<file path="config.mk">
export PLATFORM = sky130hd
export DESIGN_NAME = pm_wake_ctrl
export DESIGN_NICKNAME = d
export VERILOG_FILES = /design/src/rtl/pm_pkg.sv /design/src/rtl/pm_rst_combine.sv /design/src/rtl/pm_sync.sv /design/src/rtl/pm_regs.sv /design/src/rtl/pm_fsm.sv /design/src/rtl/pm_wake_ctrl.sv
export SDC_FILE = /design/constraint.sdc
export NUM_CORES = 1
export LEC_CHECK = 0
export ABC_AREA = 0
export BUFFER_PORTS_ARGS = -buffer_cell sky130_fd_sc_hd__buf_4
export CORE_MARGIN = 8
export CORE_UTILIZATION = 30
export CTS_CLUSTER_SIZE = 10
export DETAILED_ROUTE_END_ITERATION = 10
export HOLD_SLACK_MARGIN = 0.05
export PLACE_DENSITY = 0.53
export SYNTH_ARGS = -nofsm -noshare
export SYNTH_HDL_FRONTEND = slang
export SYNTH_SLANG_ARGS = --single-unit
export TNS_END_PERCENT = 10
</file>
<file path="constraint.sdc">
create_clock -name clk_aon_i -period 4.7 [get_ports clk_aon_i]
set_clock_uncertainty 0.1 [all_clocks]
set_input_delay 0.47 -clock clk_aon_i [delete_from_list [all_inputs] [get_ports clk_aon_i]]
set_output_delay 0.47 -clock clk_aon_i [all_outputs]
set_load 0.01 [all_outputs]
</file>
<file path="src/rtl/pm_pkg.sv">
package pm_pkg;
    // Controller states; run is encoded as zero
    typedef enum logic [1:0] {
        PM_RUN     = 2'd0,
        PM_HALT    = 2'd1,
        PM_STOP    = 2'd2,
        PM_OSCWAIT = 2'd3
    } pm_state_e;

    // Halt-release sources, vector order: usb, tmr0, p3, p04, p05
    localparam int NSRC   = 5;
    localparam int SRC_P3 = 2;
    localparam int NSTOP  = 3;

    localparam logic [15:0] PM_PWR_ADDR = 16'h0200;
    localparam logic [15:0] PM_REL_ADDR = 16'h0202;

    localparam int PWR_HALT_BIT = 0;
    localparam int PWR_CKC_BIT  = 1;
    localparam int PWR_LOCK_BIT = 7;
    localparam int REL_LSB      = 1;
endpackage

</file>
<file path="src/rtl/pm_rst_combine.sv">
module pm_rst_combine (
    input  logic hw_rst_n_i,
    input  logic por_n_i,
    input  logic lvd_en_i,
    input  logic lvd_below_i,
    output logic rst_o
);
    // Brown-out only counts when detection is switched on
    logic lvd_trip;

    always_comb begin
        lvd_trip = lvd_en_i && lvd_below_i;
        rst_o    = !hw_rst_n_i || !por_n_i || lvd_trip;
    end
endmodule

</file>
<file path="src/rtl/pm_sync.sv">
module pm_sync #(
    parameter int W      = 7,
    parameter int STAGES = 2
) (
    input  logic         clk_i,
    input  logic         rst_i,
    input  logic [W-1:0] d_i,
    output logic [W-1:0] q_o
);
    generate
        if (STAGES == 0) begin : g_bypass
            assign q_o = d_i;
        end else begin : g_chain
            logic [W-1:0] stage_q [STAGES];
            always_ff @(posedge clk_i) begin
                if (rst_i) begin
                    for (int i = 0; i < STAGES; i++) stage_q[i] <= '0;
                end else begin
                    stage_q[0] <= d_i;
                    for (int i = 1; i < STAGES; i++) stage_q[i] <= stage_q[i-1];
                end
            end
            assign q_o = stage_q[STAGES-1];
        end
    endgenerate
endmodule

</file>
<file path="src/rtl/pm_regs.sv">
module pm_regs
    import pm_pkg::*;
#(
    parameter int ADDR_W = 16
) (
    input  logic              clk_i,
    input  logic              rst_i,
    input  logic              wr_allow_i,
    input  logic              bus_wr_i,
    input  logic [ADDR_W-1:0] bus_addr_i,
    input  logic [7:0]        bus_wdata_i,
    output logic              pwr_wr_o,
    output logic              pwr_ckc_o,
    output logic              pwr_halt_o,
    output logic [NSRC-1:0]   rel_mask_o
);
    localparam logic [ADDR_W-1:0] PWR_A = ADDR_W'(PM_PWR_ADDR);
    localparam logic [ADDR_W-1:0] REL_A = ADDR_W'(PM_REL_ADDR);

    logic pwr_hit, rel_hit;
    logic unused_bits;

    always_comb begin
        pwr_hit    = bus_wr_i && wr_allow_i && (bus_addr_i == PWR_A);
        rel_hit    = bus_wr_i && wr_allow_i && (bus_addr_i == REL_A);
        // A set lock bit voids the whole power write
        pwr_wr_o   = pwr_hit && !bus_wdata_i[PWR_LOCK_BIT];
        pwr_ckc_o  = bus_wdata_i[PWR_CKC_BIT];
        pwr_halt_o = bus_wdata_i[PWR_HALT_BIT];
    end

    assign unused_bits = bus_wdata_i[6];

    always_ff @(posedge clk_i) begin
        if (rst_i) begin
            rel_mask_o <= '0;
        end else if (rel_hit) begin
            rel_mask_o <= bus_wdata_i[REL_LSB +: NSRC];
        end
    end

    // mask frozen while the CPU is not running
    a_r10_mask_frozen: assert property (@(posedge clk_i) disable iff (rst_i)
        !wr_allow_i |=> $stable(rel_mask_o));
endmodule

</file>
<file path="src/rtl/pm_fsm.sv">
module pm_fsm
    import pm_pkg::*;
(
    input  logic             clk_i,
    input  logic             rst_i,
    input  logic             pwr_wr_i,
    input  logic             pwr_ckc_i,
    input  logic             pwr_halt_i,
    input  logic [NSRC-1:0]  rel_mask_i,
    input  logic [NSRC-1:0]  halt_src_i,
    input  logic [NSTOP-1:0] stop_evt_i,
    input  logic             osc_ready_i,
    input  logic             status_ack_i,
    output logic             osc_en_o,
    output logic             cpu_clk_en_o,
    output logic             wr_allow_o,
    output logic [NSRC-1:0]  rel_status_o
);
    pm_state_e       state_q, state_d;
    logic            ckc_q, ckc_d;
    logic            halt_q, halt_d;
    logic            wake, rel_fire;
    logic [NSRC-1:0] masked;
    logic [NSRC-1:0] status_q;

    assign masked = halt_src_i & rel_mask_i;

    // State register together with the two sleep bits
    always_ff @(posedge clk_i) begin
        if (rst_i) begin
            state_q <= PM_RUN;
            ckc_q   <= 1'b0;
            halt_q  <= 1'b0;
        end else begin
            state_q <= state_d;
            ckc_q   <= ckc_d;
            halt_q  <= halt_d;
        end
    end

    // Next state
    always_comb begin
        state_d  = state_q;
        ckc_d    = ckc_q;
        halt_d   = halt_q;
        wake     = 1'b0;
        rel_fire = 1'b0;
        unique case (state_q)
            PM_RUN: begin
                if (pwr_wr_i) begin
                    ckc_d  = pwr_ckc_i;
                    halt_d = pwr_halt_i;
                    if (pwr_ckc_i)       state_d = PM_STOP;
                    else if (pwr_halt_i) state_d = PM_HALT;
                end
            end
            PM_HALT: begin
                if (|masked) begin
                    wake     = 1'b1;
                    rel_fire = 1'b1;
                    state_d  = PM_OSCWAIT;
                end
            end
            PM_STOP: begin
                if (|stop_evt_i) begin
                    wake    = 1'b1;
                    state_d = PM_OSCWAIT;
                end
            end
            PM_OSCWAIT: begin
                if (osc_ready_i) state_d = PM_RUN;
            end
            default: state_d = PM_RUN;
        endcase
        if (wake) begin
            ckc_d  = 1'b0;
            halt_d = 1'b0;
        end
    end

    // Sticky release status
    always_ff @(posedge clk_i) begin
        if (rst_i) begin
            status_q <= '0;
        end else if (rel_fire) begin
            status_q <= (status_ack_i ? '0 : status_q) | masked;
        end else if (status_ack_i) begin
            status_q <= '0;
        end
    end

    // Outputs
    always_comb begin
        osc_en_o     = !ckc_q;
        cpu_clk_en_o = (state_q == PM_RUN) && !halt_q;
        wr_allow_o   = (state_q == PM_RUN);
        rel_status_o = status_q;
    end

    // the cycle after a reset edge shows run mode with clean status
    logic rst_seen_q;
    always_ff @(posedge clk_i) rst_seen_q <= rst_i;
    always @(posedge clk_i) begin
        if (rst_seen_q) begin
            a_r1_reset_run: assert (osc_en_o && cpu_clk_en_o && status_q == '0);
        end
    end

    a_r3_stop_entry: assert property (@(posedge clk_i) disable iff (rst_i)
        (state_q == PM_RUN && pwr_wr_i && pwr_ckc_i) |=> (!osc_en_o && !cpu_clk_en_o));

    a_r4_halt_entry: assert property (@(posedge clk_i) disable iff (rst_i)
        (state_q == PM_RUN && pwr_wr_i && !pwr_ckc_i && pwr_halt_i) |=> (osc_en_o && !cpu_clk_en_o));

    a_r6_stop_wake: assert property (@(posedge clk_i) disable iff (rst_i)
        (state_q == PM_STOP && |stop_evt_i) |=> (osc_en_o && !cpu_clk_en_o));

    a_r7_masked_hold: assert property (@(posedge clk_i) disable iff (rst_i)
        (state_q == PM_HALT && masked == '0) |=> (state_q == PM_HALT && !cpu_clk_en_o));

    a_r8_gate_after_osc: assert property (@(posedge clk_i) disable iff (rst_i)
        $rose(cpu_clk_en_o) |-> $past(osc_ready_i));

    a_r9_ack_clears: assert property (@(posedge clk_i) disable iff (rst_i)
        (status_ack_i && !rel_fire) |=> (rel_status_o == '0));
endmodule

</file>
<file path="src/rtl/pm_wake_ctrl.sv">
module pm_wake_ctrl
    import pm_pkg::*;
#(
    parameter int ADDR_W      = 16,
    parameter int SYNC_STAGES = 2
) (
    input  logic              clk_aon_i,
    input  logic              hw_rst_n_i,
    input  logic              por_n_i,
    input  logic              lvd_en_i,
    input  logic              lvd_below_i,
    input  logic              bus_wr_i,
    input  logic [ADDR_W-1:0] bus_addr_i,
    input  logic [7:0]        bus_wdata_i,
    input  logic              irq_usb_i,
    input  logic              irq_tmr0_i,
    input  logic              irq_p3_i,
    input  logic              irq_p04_i,
    input  logic              irq_p05_i,
    input  logic              usb_host_rst_i,
    input  logic              usb_host_resume_i,
    input  logic              osc_ready_i,
    input  logic              status_ack_i,
    output logic              chip_rst_o,
    output logic              osc_en_o,
    output logic              cpu_clk_en_o,
    output logic [NSRC-1:0]   rel_status_o
);
    localparam int EV_W = NSRC + 2;

    logic            rst;
    logic            wr_allow;
    logic            pwr_wr, pwr_ckc, pwr_halt;
    logic [NSRC-1:0] rel_mask;
    logic [EV_W-1:0] ev_raw, ev_s;
    logic [NSTOP-1:0] stop_evt;

    assign ev_raw = {usb_host_resume_i, usb_host_rst_i,
                     irq_p05_i, irq_p04_i, irq_p3_i, irq_tmr0_i, irq_usb_i};
    assign stop_evt   = {ev_s[NSRC+1], ev_s[NSRC], ev_s[SRC_P3]};
    assign chip_rst_o = rst;

    pm_rst_combine u_rst (
        .hw_rst_n_i  (hw_rst_n_i),
        .por_n_i     (por_n_i),
        .lvd_en_i    (lvd_en_i),
        .lvd_below_i (lvd_below_i),
        .rst_o       (rst)
    );

    pm_sync #(.W(EV_W), .STAGES(SYNC_STAGES)) u_sync (
        .clk_i (clk_aon_i),
        .rst_i (rst),
        .d_i   (ev_raw),
        .q_o   (ev_s)
    );

    pm_regs #(.ADDR_W(ADDR_W)) u_regs (
        .clk_i       (clk_aon_i),
        .rst_i       (rst),
        .wr_allow_i  (wr_allow),
        .bus_wr_i    (bus_wr_i),
        .bus_addr_i  (bus_addr_i),
        .bus_wdata_i (bus_wdata_i),
        .pwr_wr_o    (pwr_wr),
        .pwr_ckc_o   (pwr_ckc),
        .pwr_halt_o  (pwr_halt),
        .rel_mask_o  (rel_mask)
    );

    pm_fsm u_fsm (
        .clk_i        (clk_aon_i),
        .rst_i        (rst),
        .pwr_wr_i     (pwr_wr),
        .pwr_ckc_i    (pwr_ckc),
        .pwr_halt_i   (pwr_halt),
        .rel_mask_i   (rel_mask),
        .halt_src_i   (ev_s[NSRC-1:0]),
        .stop_evt_i   (stop_evt),
        .osc_ready_i  (osc_ready_i),
        .status_ack_i (status_ack_i),
        .osc_en_o     (osc_en_o),
        .cpu_clk_en_o (cpu_clk_en_o),
        .wr_allow_o   (wr_allow),
        .rel_status_o (rel_status_o)
    );
endmodule

</file>
==> out/results.ini <==
[worst_setup_path]
crit_type=in -> out
crit_path_end_kind=primary output
critPathSlowestCell=and3_1
cp-start-kind=input port
path_cells=buf_4 -> nand2_1 -> and3_1 -> inv_1 -> buf_4
slowest_delay_ns=0.40
path_common_cell=buf_4
required_ns=4.13
r2r_start=u_fsm.state_q[0]$_SDFFE_PP0P_
worstPathMaxFanout=16
arrival_ns=1.56
worst_setup_path_startpoint=lvd_en_i

[timing]
fin_tns_setup_ns=0
clock.fmax_ghz=0.469
fin_crit_ns=2.13
slew_headroom_pct=73.1
setup_viol=0
hold_viol=0
final.period_utilization_pct=45.3
drv_slew=0
rsz0062_at_grt=false
worstMarginPinSlew_ns=0.403

[grt]
grt_overflow=0
grt_max_degree=17
grt_pass1_vias=958
antenna_found_initial=0
gr-usage-all-layers_pct=8.18
grt_pass1_wl_um=4170

[finish]
drive_gt1_share_pct=32.7
nNetsFinal=205
mostFrequentLayoutCells=buf_4 (45), dfxtp_1 (28), nor2_1 (14), and2_1 (14), mux2i_1 (8)
synthToLayoutAreaGrowth_pct=38.0
antenna_cells=0
final_common_cell=buf_4

[drt]
vias_per_cell=4.57
vias=946
drtAntennaViolNets=0
wirelength_um=2460
drc=0
wl_per_cell_um=11.9
first_pass_iters=5
drt-initial-drc-count=17

[status]
status=finished, final reports clean

[clocking]
clkLatencyLatePin_ns=0.26
cts-root-buf=clkbuf_8
cts_made_buffers=3
cts_setup_buffers=0
cts_tree=built
cts_sinks=28
clk_pin_slew_worst_paths_ns=0.09
cts_hold_buf=0
clockBufferDepth=2
post_cts_resized=0
htree_levels=1

[yosys]
ys_ff_latch=28
yosysTopAreaCell=dfxtp_1
synth_cells=113
syn_avg_cell_area_um2=10.0
synthTopCellsByArea=dfxtp_1 (49%), and2_1 (7.7%), mux2i_1 (7.1%)
syn_area_um2=1130
yosysWarnings=0
yosysSeqAreaShare_pct=49.4
synth_cell_type_count=24
synth_top_area_share_pct=49.4
synth_fp_nets=157

[pwr]
worst_ir_drop_vdd_mv=0.125
power_density_nw_per_um2=254
p_total_w=0.000398
leakage_nw=0.686

[placement]
dp_hpwl_um=2040
gp_routability_congestion=0.777
io_buffer_count=45

[die]
boundaryPins=47
core-area_um2=3660
initial_core_util_pct=31.0
rows=22
chipHeight_um=77.5
die_w_um=77.5
die_area_um2=6010

[worst_hold_path]
min_from=irq_p3_i
hp-class=in -> reg

[flow_run]
cap_viol_max_count=0

==> state kept, by name, indices dropped and copies added (netlist names) <==
signal	flops
u_fsm.ckc_q	1
u_fsm.halt_q	1
u_fsm.rel_status_o	5
u_fsm.state_q	2
u_regs.rel_mask_o	5
u_sync.g_chain.stage_q	14
==> layer usage <==
metal | up-vias | wire, µm | track usage [%]
li1 | 486 | - | -
met1 | 412 | 1200 | 9.74
met4 | 0 | 23 | 2.45
met5 | - | 0 | 0
met3 | 5 | 248 | 3.92
met2 | 43 | 988 | 12.7
==> final cells by class <==
class / count / area (µm²)
fillers: 372 / 2090
flip-flops and latches: 28 / 561
multi-input cells: 77 / 544
repair buffers: 45 / 338
well taps: 48 / 60.1
clock buffers: 3 / 41.3
inverters: 6 / 22.5
==> cell families after synthesis <==
kind of cell,Yosys count,share of synthesized area (%)
AOI/OAI and AO/OA,16,10.7
and+or+nand+nor,48,24.7
adders and majority gates,5,5.51
muxes,8,7.06
DFF,28,49.4
buffers and inverters,8,2.65
==> synthesized netlist by cell type, drive strengths merged <==
cell	n
nand2	4
nor2	14
nand3	4
a21o	1
clkbuf	2
nor3	3
inv	6
o21ai	2
a32oi	5
or4b	1
a22oi	1
mux2i	8
a211oi	4
and2	14
dfxtp	28
and3	3
a21boi	1
ha	5
a21oi	1
nor4b	2
a222oi	1
nor2b	3
==> stage by stage <==
stage | cells | utilization (%) | worst slack (ns) | hold WS (ns) | area (µm²)
floorplan | 113 | - | 2.86 | 0.306 | 1130
global placement | 204 | 41.7 | 2.53 | 0.310 | 1530
detailed placement | 204 | 41.7 | 2.49 | 0.311 | 1530
CTS | 207 | 42.8 | 2.49 | 0.292 | 1570
global route | 207 | 42.8 | 2.36 | 0.298 | 1570
finish | 207 | 42.8 | 2.57 | 0.299 | 1570
==> where the power goes <==
part / switching (W) / internal [W]
registers: 0.000000676 / 0.000240
logic: 0.0000117 / 0.0000237
clock network: 0.0000645 / 0.0000573
==> worst max-delay path, delay by kind of cell <==
family / cells / cell delay [ns]
AND/OR/NAND/NOR: 2 / 0.45
buffers and inverters: 3 / 0.63
==> path summary, 6_finish.rpt <==
kind	end	slack, ns	depth (start not counted)
worst min register to register	u_sync.g_chain.stage_q[0][9]$_SDFF_PP0_	0.33	1
worst max-delay path	chip_rst_o	2.57	5
worst max register to register	u_fsm.state_q[0]$_SDFFE_PP0P_	2.70	7
worst min-delay path	u_sync.g_chain.stage_q[0][2]$_SDFF_PP0_	0.30	2
Note: power is estimated with default switching activity, not from simulation.
